===== src/rtl/gie_pkg.sv =====
package gie_pkg;
  localparam int unsigned GRP_N_DEF  = 12;
  localparam int unsigned LINE_N_DEF = 8;

  typedef enum logic [1:0] {
    VEC_NONE,
    VEC_FETCH,
    VEC_TRAP,
    VEC_ERR
  } vec_kind_e;

  // wired positions: lines 1..5 of every group, only 1..3 in the last one
  function automatic logic [GRP_N_DEF*LINE_N_DEF-1:0] conn_mask_def();
    logic [GRP_N_DEF*LINE_N_DEF-1:0] m;
    m = '0;
    for (int g = 0; g < int'(GRP_N_DEF); g++) begin
      for (int k = 0; k < int'(LINE_N_DEF); k++) begin
        if (k < 5 && !(g == int'(GRP_N_DEF) - 1 && k >= 3)) m[g*LINE_N_DEF+k] = 1'b1;
      end
    end
    return m;
  endfunction
endpackage


===== src/rtl/gie_group.sv =====
module gie_group #(
  parameter int unsigned LINE_N = 8,
  parameter logic [LINE_N-1:0] CONN = '1,
  localparam int unsigned SEL_W = (LINE_N > 1) ? $clog2(LINE_N) : 1
) (
  input  logic              clk_i,
  input  logic              rst_ni,
  input  logic [LINE_N-1:0] pulse_i,
  input  logic              en_we_i,
  input  logic [LINE_N-1:0] en_wdata_i,
  input  logic              take_i,
  input  logic              ack_i,
  input  logic              master_en_i,
  output logic [LINE_N-1:0] flag_o,
  output logic [LINE_N-1:0] en_o,
  output logic              pend_o,
  output logic [SEL_W-1:0]  sel_o,
  output logic              irq_o
);
  logic [LINE_N-1:0] en_q;
  logic [LINE_N-1:0] act;
  logic [LINE_N-1:0] clr;

  always_ff @(posedge clk_i or negedge rst_ni) begin
    if (!rst_ni)      en_q <= '0;
    else if (en_we_i) en_q <= en_wdata_i;
  end

  assign en_o   = en_q;
  assign act    = flag_o & en_q;
  assign pend_o = |act;

  // lowest line number wins
  always_comb begin
    sel_o = '0;
    for (int k = int'(LINE_N) - 1; k >= 0; k--) begin
      if (act[k]) sel_o = SEL_W'(k);
    end
  end

  always_comb begin
    clr = '0;
    if (take_i) clr[sel_o] = 1'b1;
  end

  for (genvar k = 0; k < int'(LINE_N); k++) begin : g_line
    if (CONN[k]) begin : g_conn
      logic flag_q;
      // set has priority over fetch clear
      always_ff @(posedge clk_i or negedge rst_ni) begin
        if (!rst_ni)         flag_q <= 1'b0;
        else if (pulse_i[k]) flag_q <= 1'b1;
        else if (clr[k])     flag_q <= 1'b0;
      end
      assign flag_o[k] = flag_q;
    end else begin : g_tie
      assign flag_o[k] = pulse_i[k] & 1'b0;
    end
  end

  assign irq_o = master_en_i & pend_o & ~ack_i;
endmodule


===== src/rtl/gie_vector.sv =====
module gie_vector
  import gie_pkg::*;
#(
  parameter int unsigned GRP_N  = 12,
  parameter int unsigned LINE_N = 8,
  parameter int unsigned SEL_W  = 3,
  parameter int unsigned GRP_W  = 4,
  parameter int unsigned VEC_W  = 7
) (
  input  logic                        clk_i,
  input  logic                        rst_ni,
  input  logic                        master_en_i,
  input  logic                        fetch_i,
  input  logic [GRP_W-1:0]            fetch_grp_i,
  input  logic                        trap_i,
  input  logic [GRP_W-1:0]            trap_num_i,
  input  logic [GRP_N-1:0]            pend_i,
  input  logic [GRP_N-1:0][SEL_W-1:0] sel_i,
  output logic [GRP_N-1:0]            take_o,
  output logic                        vec_valid_o,
  output logic [VEC_W-1:0]            vec_idx_o,
  output logic                        trap_err_o
);
  vec_kind_e        kind;
  logic [GRP_W-1:0] fg, tg;
  logic [VEC_W-1:0] idx_d;

  assign fg = fetch_grp_i - 1'b1;
  assign tg = trap_num_i - 1'b1;

  always_comb begin
    kind   = VEC_NONE;
    take_o = '0;
    idx_d  = '0;
    if (master_en_i) begin
      if (fetch_i) begin
        if (fetch_grp_i != '0 && int'(fetch_grp_i) <= int'(GRP_N)) begin
          if (pend_i[fg]) begin
            kind       = VEC_FETCH;
            take_o[fg] = 1'b1;
            idx_d      = VEC_W'(int'(fg) * int'(LINE_N) + int'(sel_i[fg]));
          end
        end
      end else if (trap_i) begin
        if (trap_num_i != '0 && int'(trap_num_i) <= int'(GRP_N)) begin
          kind  = VEC_TRAP;
          idx_d = VEC_W'(int'(tg) * int'(LINE_N));
        end else begin
          kind = VEC_ERR;
        end
      end
    end
  end

  always_ff @(posedge clk_i or negedge rst_ni) begin
    if (!rst_ni) begin
      vec_valid_o <= 1'b0;
      trap_err_o  <= 1'b0;
      vec_idx_o   <= '0;
    end else begin
      vec_valid_o <= (kind == VEC_FETCH) || (kind == VEC_TRAP);
      trap_err_o  <= (kind == VEC_ERR);
      if (kind == VEC_FETCH || kind == VEC_TRAP) vec_idx_o <= idx_d;
    end
  end
endmodule


===== src/rtl/gie_csr.sv =====
module gie_csr #(
  parameter int unsigned GRP_N  = 12,
  parameter int unsigned LINE_N = 8,
  parameter int unsigned ADDR_W = 5,
  parameter int unsigned DATA_W = 12
) (
  input  logic                         clk_i,
  input  logic                         rst_ni,
  input  logic                         reg_we_i,
  input  logic [ADDR_W-1:0]            reg_addr_i,
  input  logic [DATA_W-1:0]            reg_wdata_i,
  input  logic [GRP_N-1:0][LINE_N-1:0] flag_i,
  input  logic [GRP_N-1:0][LINE_N-1:0] en_i,
  input  logic [GRP_N-1:0]             take_i,
  output logic [GRP_N-1:0]             en_we_o,
  output logic [GRP_N-1:0]             ack_o,
  output logic                         master_en_o,
  output logic [DATA_W-1:0]            reg_rdata_o
);
  localparam int unsigned ADDR_FLAG = GRP_N;
  localparam int unsigned ADDR_ACK  = 2 * GRP_N;
  localparam int unsigned ADDR_CTRL = 2 * GRP_N + 1;

  logic [GRP_N-1:0] ack_q, w1c;
  logic             ctrl_q;

  assign w1c = (reg_we_i && reg_addr_i == ADDR_W'(ADDR_ACK)) ? reg_wdata_i[GRP_N-1:0] : '0;

  // fetch setting an ack wins over a same-cycle clear
  always_ff @(posedge clk_i or negedge rst_ni) begin
    if (!rst_ni) ack_q <= '0;
    else         ack_q <= (ack_q & ~w1c) | take_i;
  end

  always_ff @(posedge clk_i or negedge rst_ni) begin
    if (!rst_ni) ctrl_q <= 1'b0;
    else if (reg_we_i && reg_addr_i == ADDR_W'(ADDR_CTRL)) ctrl_q <= reg_wdata_i[0];
  end

  for (genvar g = 0; g < int'(GRP_N); g++) begin : g_we
    assign en_we_o[g] = reg_we_i && (reg_addr_i == ADDR_W'(g));
  end

  always_comb begin
    reg_rdata_o = '0;
    for (int g = 0; g < int'(GRP_N); g++) begin
      if (reg_addr_i == ADDR_W'(g))             reg_rdata_o[LINE_N-1:0] = en_i[g];
      if (reg_addr_i == ADDR_W'(ADDR_FLAG + g)) reg_rdata_o[LINE_N-1:0] = flag_i[g];
    end
    if (reg_addr_i == ADDR_W'(ADDR_ACK))  reg_rdata_o[GRP_N-1:0] = ack_q;
    if (reg_addr_i == ADDR_W'(ADDR_CTRL)) reg_rdata_o[0] = ctrl_q;
  end

  assign ack_o       = ack_q;
  assign master_en_o = ctrl_q;
endmodule


===== src/rtl/grp_irq_expander.sv =====
module grp_irq_expander
  import gie_pkg::*;
#(
  parameter int unsigned GRP_N  = GRP_N_DEF,
  parameter int unsigned LINE_N = LINE_N_DEF,
  parameter logic [GRP_N*LINE_N-1:0] CONN_MASK = conn_mask_def(),
  localparam int unsigned LINES  = GRP_N * LINE_N,
  localparam int unsigned VEC_W  = $clog2(LINES),
  localparam int unsigned GRP_W  = $clog2(GRP_N + 1),
  localparam int unsigned SEL_W  = (LINE_N > 1) ? $clog2(LINE_N) : 1,
  localparam int unsigned ADDR_W = $clog2(2 * GRP_N + 2),
  localparam int unsigned DATA_W = (GRP_N > LINE_N) ? GRP_N : LINE_N
) (
  input  logic              clk_i,
  input  logic              rst_ni,
  input  logic [LINES-1:0]  irq_pulse_i,
  input  logic              reg_we_i,
  input  logic [ADDR_W-1:0] reg_addr_i,
  input  logic [DATA_W-1:0] reg_wdata_i,
  output logic [DATA_W-1:0] reg_rdata_o,
  output logic [GRP_N-1:0]  cpu_irq_o,
  input  logic              fetch_i,
  input  logic [GRP_W-1:0]  fetch_grp_i,
  input  logic              trap_i,
  input  logic [GRP_W-1:0]  trap_num_i,
  output logic              vec_valid_o,
  output logic [VEC_W-1:0]  vec_idx_o,
  output logic              trap_err_o
);
  logic [GRP_N-1:0][LINE_N-1:0] flag_a, en_a;
  logic [GRP_N-1:0][SEL_W-1:0]  sel_a;
  logic [GRP_N-1:0]             pend, take, ack, en_we;
  logic                         master_en;

  for (genvar g = 0; g < int'(GRP_N); g++) begin : g_grp
    gie_group #(
      .LINE_N(LINE_N),
      .CONN  (CONN_MASK[g*LINE_N +: LINE_N])
    ) u_grp (
      .clk_i      (clk_i),
      .rst_ni     (rst_ni),
      .pulse_i    (irq_pulse_i[g*LINE_N +: LINE_N]),
      .en_we_i    (en_we[g]),
      .en_wdata_i (reg_wdata_i[LINE_N-1:0]),
      .take_i     (take[g]),
      .ack_i      (ack[g]),
      .master_en_i(master_en),
      .flag_o     (flag_a[g]),
      .en_o       (en_a[g]),
      .pend_o     (pend[g]),
      .sel_o      (sel_a[g]),
      .irq_o      (cpu_irq_o[g])
    );
  end

  gie_vector #(
    .GRP_N (GRP_N),
    .LINE_N(LINE_N),
    .SEL_W (SEL_W),
    .GRP_W (GRP_W),
    .VEC_W (VEC_W)
  ) u_vec (
    .clk_i      (clk_i),
    .rst_ni     (rst_ni),
    .master_en_i(master_en),
    .fetch_i    (fetch_i),
    .fetch_grp_i(fetch_grp_i),
    .trap_i     (trap_i),
    .trap_num_i (trap_num_i),
    .pend_i     (pend),
    .sel_i      (sel_a),
    .take_o     (take),
    .vec_valid_o(vec_valid_o),
    .vec_idx_o  (vec_idx_o),
    .trap_err_o (trap_err_o)
  );

  gie_csr #(
    .GRP_N (GRP_N),
    .LINE_N(LINE_N),
    .ADDR_W(ADDR_W),
    .DATA_W(DATA_W)
  ) u_csr (
    .clk_i      (clk_i),
    .rst_ni     (rst_ni),
    .reg_we_i   (reg_we_i),
    .reg_addr_i (reg_addr_i),
    .reg_wdata_i(reg_wdata_i),
    .flag_i     (flag_a),
    .en_i       (en_a),
    .take_i     (take),
    .en_we_o    (en_we),
    .ack_o      (ack),
    .master_en_o(master_en),
    .reg_rdata_o(reg_rdata_o)
  );
endmodule


===== config.mk =====
export PLATFORM = sky130hd
export DESIGN_NAME = grp_irq_expander
export DESIGN_NICKNAME = d
export VERILOG_FILES = /design/src/rtl/gie_pkg.sv /design/src/rtl/gie_group.sv /design/src/rtl/gie_vector.sv /design/src/rtl/gie_csr.sv /design/src/rtl/grp_irq_expander.sv
export SDC_FILE = /design/constraint.sdc
export NUM_CORES = 1
export LEC_CHECK = 0
export BUFFER_PORTS_ARGS = -buffer_cell sky130_fd_sc_hd__buf_2
export CELL_PAD_IN_SITES_DETAIL_PLACEMENT = 1
export CELL_PAD_IN_SITES_GLOBAL_PLACEMENT = 1
export CORE_AREA = 2 2 167 185
export DETAILED_ROUTE_END_ITERATION = 10
export DIE_AREA = 0 0 169 187
export HOLD_SLACK_MARGIN = 0.15
export PLACE_DENSITY_LB_ADDON = 0.1
export SLEW_MARGIN = 40
export SYNTH_ARGS = -nofsm -noshare
export SYNTH_HDL_FRONTEND = slang
export SYNTH_SLANG_ARGS = --single-unit

===== constraint.sdc =====
create_clock -name clk_i -period 3.55 [get_ports clk_i]
set_clock_uncertainty 0.15 [all_clocks]
set_input_delay 0.5325 -clock clk_i [delete_from_list [all_inputs] [get_ports clk_i]]
set_output_delay 0.5325 -clock clk_i [all_outputs]
set_load 0.005 [all_outputs]

==> impl_metrics.py, run 1 <==
metrics = {
    "die": {
        "die_w_um": 169,
        "die_h_um": 187,
        "rows": 67,
        "initial_core_util": 0.342,
        "coreArea_um2": 30000,
        "ioPinCount": 159,
        "die_area_um2": 31600,
    },
    "timing": {
        "rsz0062_at_grt": "false",
        "slew_viol_final": 0,
        "relSlewSlack": 0.568,
        "min_period_ns": 3.47,
        "max_slew.worst_pin.slew_ns": 0.646,
        "hold_viol": 0,
        "fin_crit_sh": 0.979,
        "finalSetupViolCount": 0,
        "max_freq_mhz": 288,
    },
    "routing": {
        "viasPerCell": 5.80,
        "antenna_left": 0,
        "routed_wl_mm": 41.6,
        "wl_per_cell_um": 24.8,
        "vias": 9705,
        "drc": 0,
        "drt_iter0_markers": 709,
        "drtPass1Iterations": 5,
    },
    "critical_path": {
        "path_max_fanout": 17,
        "crit_type": "in2out",
        "ff2ff_path_depth": 11,
        "end_kind": "output pin",
        "r2r_start": "g_grp[3].u_grp.en_o[0]",
        "cp.required_ns": 2.87,
        "slowest_stage": "o32ai_1",
        "crit_buf_inv": 3,
        "r2r_slack_ns": 0.27,
        "rr_endpoint": "u_vec.vec_idx_o[2]",
        "path_cells": "buf_2, buf_12, mux2i_1, o22ai_1, and2_1, o32ai_1, a41o_1, a21oi_1, a221o_1, buf_2",
        "cp-start-kind": "primary input",
        "crit_top_cell": "buf_2",
        "crit_family": "compound AO/OA/AOI/OAI gates",
        "cp.arrival_ns": 2.79,
        "cpPeakStageDelay_ns": 0.46,
    },
    "yosys": {
        "async_reset_ff_frac": 1.00,
        "syn_inst": 1053,
        "ys_types": 83,
        "synth_top_cell_by_area": "dfrtp_1",
        "synth_top_area_share": 0.429,
        "synth.area.top_cells": "dfrtp_1 43%, mux2_2 11%, a21o_1 4.5%",
        "synth_most_common_cell": "dfrtp_1",
        "ys_ff_latch": 176,
        "yosysSeqAreaShare": 0.429,
        "yosys_warnings": 0,
        "syn_area_per_cell_um2": 9.76,
        "ys.flop_type": "dfrtp_1",
        "syn-cell-area_um2": 10300,
        "synth_edf_count": 0,
        "synth_commonest_cells": "176 x dfrtp_1, 116 x nand2_1, 98 x mux2_2",
        "syn_nets": 1187,
    },
    "layout": {
        "antenna_cells": 0,
        "drive_above_1_share": 0.293,
        "final_util": 0.433,
        "fin_cells": 1674,
        "syn_to_final_growth_pct": 26.5,
        "nets": 1416,
    },
    "clock_tree": {
        "clock-sinks": 176,
        "clkSlewWorstSetupHoldPaths_ns": 0.08,
        "cts_tree": "yes",
        "clkLatencyLatePin_ns": 0.46,
        "cts_max_level": 4,
        "numCtsBuffers": 17,
        "cts-root-buf": "clkbuf_16",
        "clock_path_buffers": 2,
    },
    "power": {
        "leakage_nw": 5.61,
        "pwr_density_cell_nw_per_um2": 467,
        "vdd_drop_max_mv": 0.321,
    },
    "grt": {
        "grt_overflow": 0,
        "grt_use_met1": 0.366,
        "gr-usage-met2": 0.426,
        "grt_max_degree": 86,
        "grt_pass1_wl_mm": 63.1,
        "track_usage": 0.268,
        "met3_usage": 0.0406,
        "grt_pass1_vias": 10000,
        "antenna_found_initial": 0,
        "grt-busiest-layer": "met2",
    },
    "min_path": {
        "min_from": "reg_wdata_i[11]",
        "whs_path_depth": 4,
        "min_to": "u_csr.ack_o[11]",
        "min_path_type": "in2reg",
    },
    "place": {
        "port_buffers": 120,
        "dp.cells": 1586,
        "dp_hpwl_mm": 31.9,
        "place.gp.congestion": 0.931,
    },
    "status": {
        "outcome": "completed",
    },
    "flow_run": {
        "maxCapViolCount": 0,
    },
}
[worst register-to-register path: cells and delay by family, from the launching register on]
| kind | cells | cell delay, ns |
|---|---|---|
| simple gates | 4 | 0.94 |
| compound gates | 6 | 1.30 |
| fa+ha+maj | 1 | 0.36 |
| flops | 1 | 0.46 |
[kinds of logic (layout without fill, tap and decap cells)]
| group | after synthesis | in the layout | share of synthesized area |
|---|---|---|---|
| AND/OR/NAND/NOR | 365 | 365 | 0.178 |
| AO/OA/AOI/OAI | 312 | 312 | 0.223 |
| flip-flops | 176 | 176 | 0.429 |
| multiplexers | 110 | 110 | 0.120 |
| buffers and inverters | 79 | 321 | 0.0365 |
| adder cells (fa/ha/maj) | 8 | 8 | 0.00974 |
| XOR/XNOR | 3 | 3 | 0.00329 |
[sequential cells by signal, indices dropped and copies added (netlist names)]
register                          flops
u_csr.master_en_o                     1
u_vec.vec_idx_o                       7
u_csr.ack_o                          12
g_grp.u_grp.en_o                     96
u_vec.trap_err_o                      1
u_vec.vec_valid_o                     1
g_grp.u_grp.g_line.g_conn.flag_q     58
[power by group]
group	leakage [nW]	total (mW)	internal [mW]	switching, mW
sequential	2.03	2.56	2.27	0.291
combinational	3.29	1.55	0.707	0.846
clock	0.294	1.96	1.03	0.933
total	5.61	6.07	4.00	2.07
[area by class of cell]
type | count | area [µm²]
Sequential cell | 176 | 4400
Inverter | 18 | 67.6
Fill cell | 3439 | 17000
Timing Repair Buffer | 271 | 1940
Multi-Input combinational cell | 798 | 5510
Clock inverter | 14 | 163
Tap cell | 379 | 474
Clock buffer | 18 | 439
[worst max path at each step]
stage | startpoint | to | slack (ns) | cells after the start
final | reg_addr_i[0] | reg_rdata_o[3] | 0.08 | 10
after global routing | g_grp[2].u_grp.g_line[3].g_conn.flag_q | reg_rdata_o[3] | 0.003 | 8
after CTS | reg_addr_i[3] | reg_rdata_o[0] | 0.04 | 11
after detailed placement | fetch_grp_i[1] | u_vec.vec_idx_o[2] | -0.04 | 13
after global placement | fetch_grp_i[1] | u_vec.vec_idx_o[2] | 0.03 | 13
after floorplan | fetch_grp_i[0] | u_vec.vec_idx_o[0] | 0.17 | 12
[stage by stage]
stage	setup TNS (ns)	area [µm²]	setup slack, ns	hold slack (ns)	power (mW)
final	0	13000	0.0761	0.181	6.07
after global routing	0	13000	0.00320	0.194	6.39
after CTS	0	13000	0.0384	0.163	6.11
after detailed placement	-0.0419	11800	-0.0419	0.338	4.08
after global placement	0	11800	0.0331	0.336	4.04
after floorplan	0	10300	0.168	0.0869	3.40
[timing repair]
action                                  4_1_cts  5_1_grt
endpoints found under the hold margin       135        0
hold buffers                                 55        0
endpoints found under the setup margin        0        3
gates resized for setup                       0        6
buffers inserted                              0        0
[per-layer routing]
metal  part of all wire  wire length, µm
met1               0.45            18800
met2               0.47            19400
met3              0.046             1910
met4              0.035             1470
met5                  0                0
[placed cells by master, fill, tap and decap left out, drive strengths merged, types with 13 or more instances in the layout]
master and n:
buf 214, dfrtp 176, nand2 118, mux2 98, nor2 65, a21o 61, dlygate4sd3 55, nand3 52
a21oi 48, o21ai 34, a22oi 31, inv 26, nand4 25, clkbuf 20, nor3 19, nand2b 15
a221oi 15, o22ai 13
(Power assumes the default switching activity.)
==> inputs of run 2 (changes only) <==
==> constraint.sdc (replaced) <==
create_clock -name clk_i -period 3.55 [get_ports clk_i]
set_clock_uncertainty 0.15 [all_clocks]
set_input_delay 0.5325 -clock clk_i [delete_from_list [all_inputs] [get_ports clk_i]]
set_output_delay 0.5325 -clock clk_i [all_outputs]
set_load 0.01 [all_outputs]
==> run 2 against run 1 <==
Design area decreased by 0.24%; register-to-register slack about the same; clock power about the same; via count increased by 1.6%; cell count decreased by 0.30%; critical path depth decreased by 1; global-route usage increased by 0.074 points; die area unchanged; hold slack got worse by 0.0033 ns; total power increased by 0.28%; first-iteration DRC count increased by 4.9%; sequential power about the same; critical endpoint unchanged.
==> impl_metrics.py, run 2 (same netlist as run 1, synthesis figures left out) <==
metrics = {
    "timing": {
        "max_freq_mhz": 287,
        "finalSetupViolCount": 0,
        "slew_viol_final": 0,
        "rsz0062_at_grt": "false",
        "max_slew.worst_pin.slew_ns": 0.747,
        "fin_crit_sh": 0.980,
        "relSlewSlack": 0.489,
        "hold_viol": 0,
        "min_period_ns": 3.48,
    },
    "routing": {
        "wl_per_cell_um": 25.1,
        "drc": 0,
        "routed_wl_mm": 41.9,
        "antenna_left": 0,
        "vias": 9859,
        "viasPerCell": 5.91,
        "drt_iter0_markers": 744,
        "drtPass1Iterations": 5,
    },
    "clock_tree": {
        "cts-root-buf": "clkbuf_16",
        "post_cts_buffers": 0,
        "clkLatencyLatePin_ns": 0.45,
        "cts_tree": "yes",
        "numCtsBuffers": 17,
        "clock_path_buffers": 2,
        "cts_max_level": 4,
        "clock-sinks": 176,
        "clkSlewWorstSetupHoldPaths_ns": 0.07,
    },
    "grt": {
        "grt_pass1_wl_mm": 63.5,
        "track_usage": 0.269,
        "antenna_found_initial": 1,
        "grt_max_degree": 95,
        "grt_overflow": 0,
        "grt_pass1_vias": 10100,
    },
    "layout": {
        "final_util": 0.432,
        "final_common_cell": "dfrtp_1",
        "layout_common_cells": "176 x dfrtp_1, 118 x buf_2, 115 x nand2_1, 98 x mux2_2, 89 x buf_4",
        "syn_to_final_growth_pct": 26.2,
        "nets": 1412,
        "antenna_cells": 0,
        "largest_register_ffs": 96,
        "design_area_um2": 13000,
        "drive_above_1_share": 0.292,
    },
    "critical_path": {
        "ff2ff_path_depth": 11,
        "cp.required_ns": 2.87,
        "rr_endpoint": "u_vec.vec_idx_o[1]",
        "cp-start-kind": "flop",
        "end_kind": "output pin",
        "r2r_slack_ns": 0.26,
        "critPathLaunch": "g_grp[2].u_grp.g_line[3].g_conn.flag_q",
        "path_max_fanout": 4,
        "crit_type": "reg2out",
        "cp.arrival_ns": 2.80,
        "r2r_start": "g_grp[6].u_grp.en_o[0]",
    },
    "die": {
        "initial_core_util": 0.342,
        "rows": 67,
        "coreArea_um2": 30000,
        "die_area_um2": 31600,
        "ioPinCount": 159,
        "die_w_um": 169,
        "die_h_um": 187,
    },
    "min_path": {
        "whs_path_depth": 2,
        "min_to": "g_grp[2].u_grp.g_line[0].g_conn.flag_q",
        "min_path_type": "in2reg",
        "min_from": "irq_pulse_i[16]",
    },
    "power": {
        "pwr_density_cell_nw_per_um2": 469,
        "leakage_nw": 5.59,
        "vdd_drop_max_mv": 0.317,
        "total_power_mw": 6.09,
    },
    "flow_run": {
        "maxCapViolCount": 0,
    },
    "place": {
        "port_buffers": 120,
        "place.gp.congestion": 0.894,
        "placed_area_um2": 11800,
        "dp_hpwl_mm": 32.0,
    },
    "status": {
        "outcome": "completed",
    },
}
-- run 2: metrics by stage --
step / setup WS [ns] / setup TNS [ns] / hold slack, ns / cells
3_3_place_gp: 0.0331 / 0 / 0.336 / 1585
6_report: 0.0696 / 0 / 0.178 / 1669
4_1_cts: 0.0860 / 0 / 0.152 / 1669
5_1_grt: 0.0107 / 0 / 0.165 / 1669
3_5_place_dp: -0.0158 / -0.0181 / 0.342 / 1585
2_1_floorplan: 0.168 / 0 / 0.0869 / 1053
-- run 2: power breakdown --
part	internal (mW)	switching, mW
clock	1.08	0.865
sequential	2.27	0.298
combinational	0.704	0.871
total	4.05	2.03
-- run 2: timing repair --
action,in CTS,in global routing
setup endpoints to repair,0,3
hold endpoints to repair,142,0
hold buffers,53,0
resized for setup,0,8
-- run 2: final cells by class --
type / instances / area [µm²]
clock buffers: 20 / 457
clock inverters: 11 / 130
fillers: 3448 / 17000
inverters: 18 / 67.6
multi-input cells: 798 / 5520
flip-flops and latches: 176 / 4400
well taps: 379 / 474
repair buffers: 267 / 1910
-- run 2: how the worst max path moves through the flow --
stage,to,slack [ns],cells past startpoint
floorplan,u_vec.vec_idx_o[0],0.17,12
global placement,u_vec.vec_idx_o[2],0.03,13
detailed placement,u_vec.vec_idx_o[1],-0.02,13
CTS,reg_rdata_o[0],0.09,11
global route,reg_rdata_o[2],0.01,11
finish,reg_rdata_o[3],0.07,9
-- run 2: critical path, cell delays in order, from the launching register on --
cell      delay [ns]
dfrtp_1         0.42
and3_1          0.19
o21ai_0         0.29
o311ai_0        0.19
o32ai_1         0.32
buf_4           0.17
a41o_1          0.22
a21oi_1         0.09
a221o_1         0.31
buf_2           0.15
-- run 2: layer usage --
| layer | vias up | global-route usage | share of wire |
|---|---|---|---|
| met5 | - | 0 | 0.00021 |
| met2 | 320 | 0.443 | 0.48 |
| li1 | 4415 | - | - |
| met1 | 5065 | 0.366 | 0.45 |
| met4 | 2 | 0.0822 | 0.024 |
| met3 | 57 | 0.0391 | 0.047 |
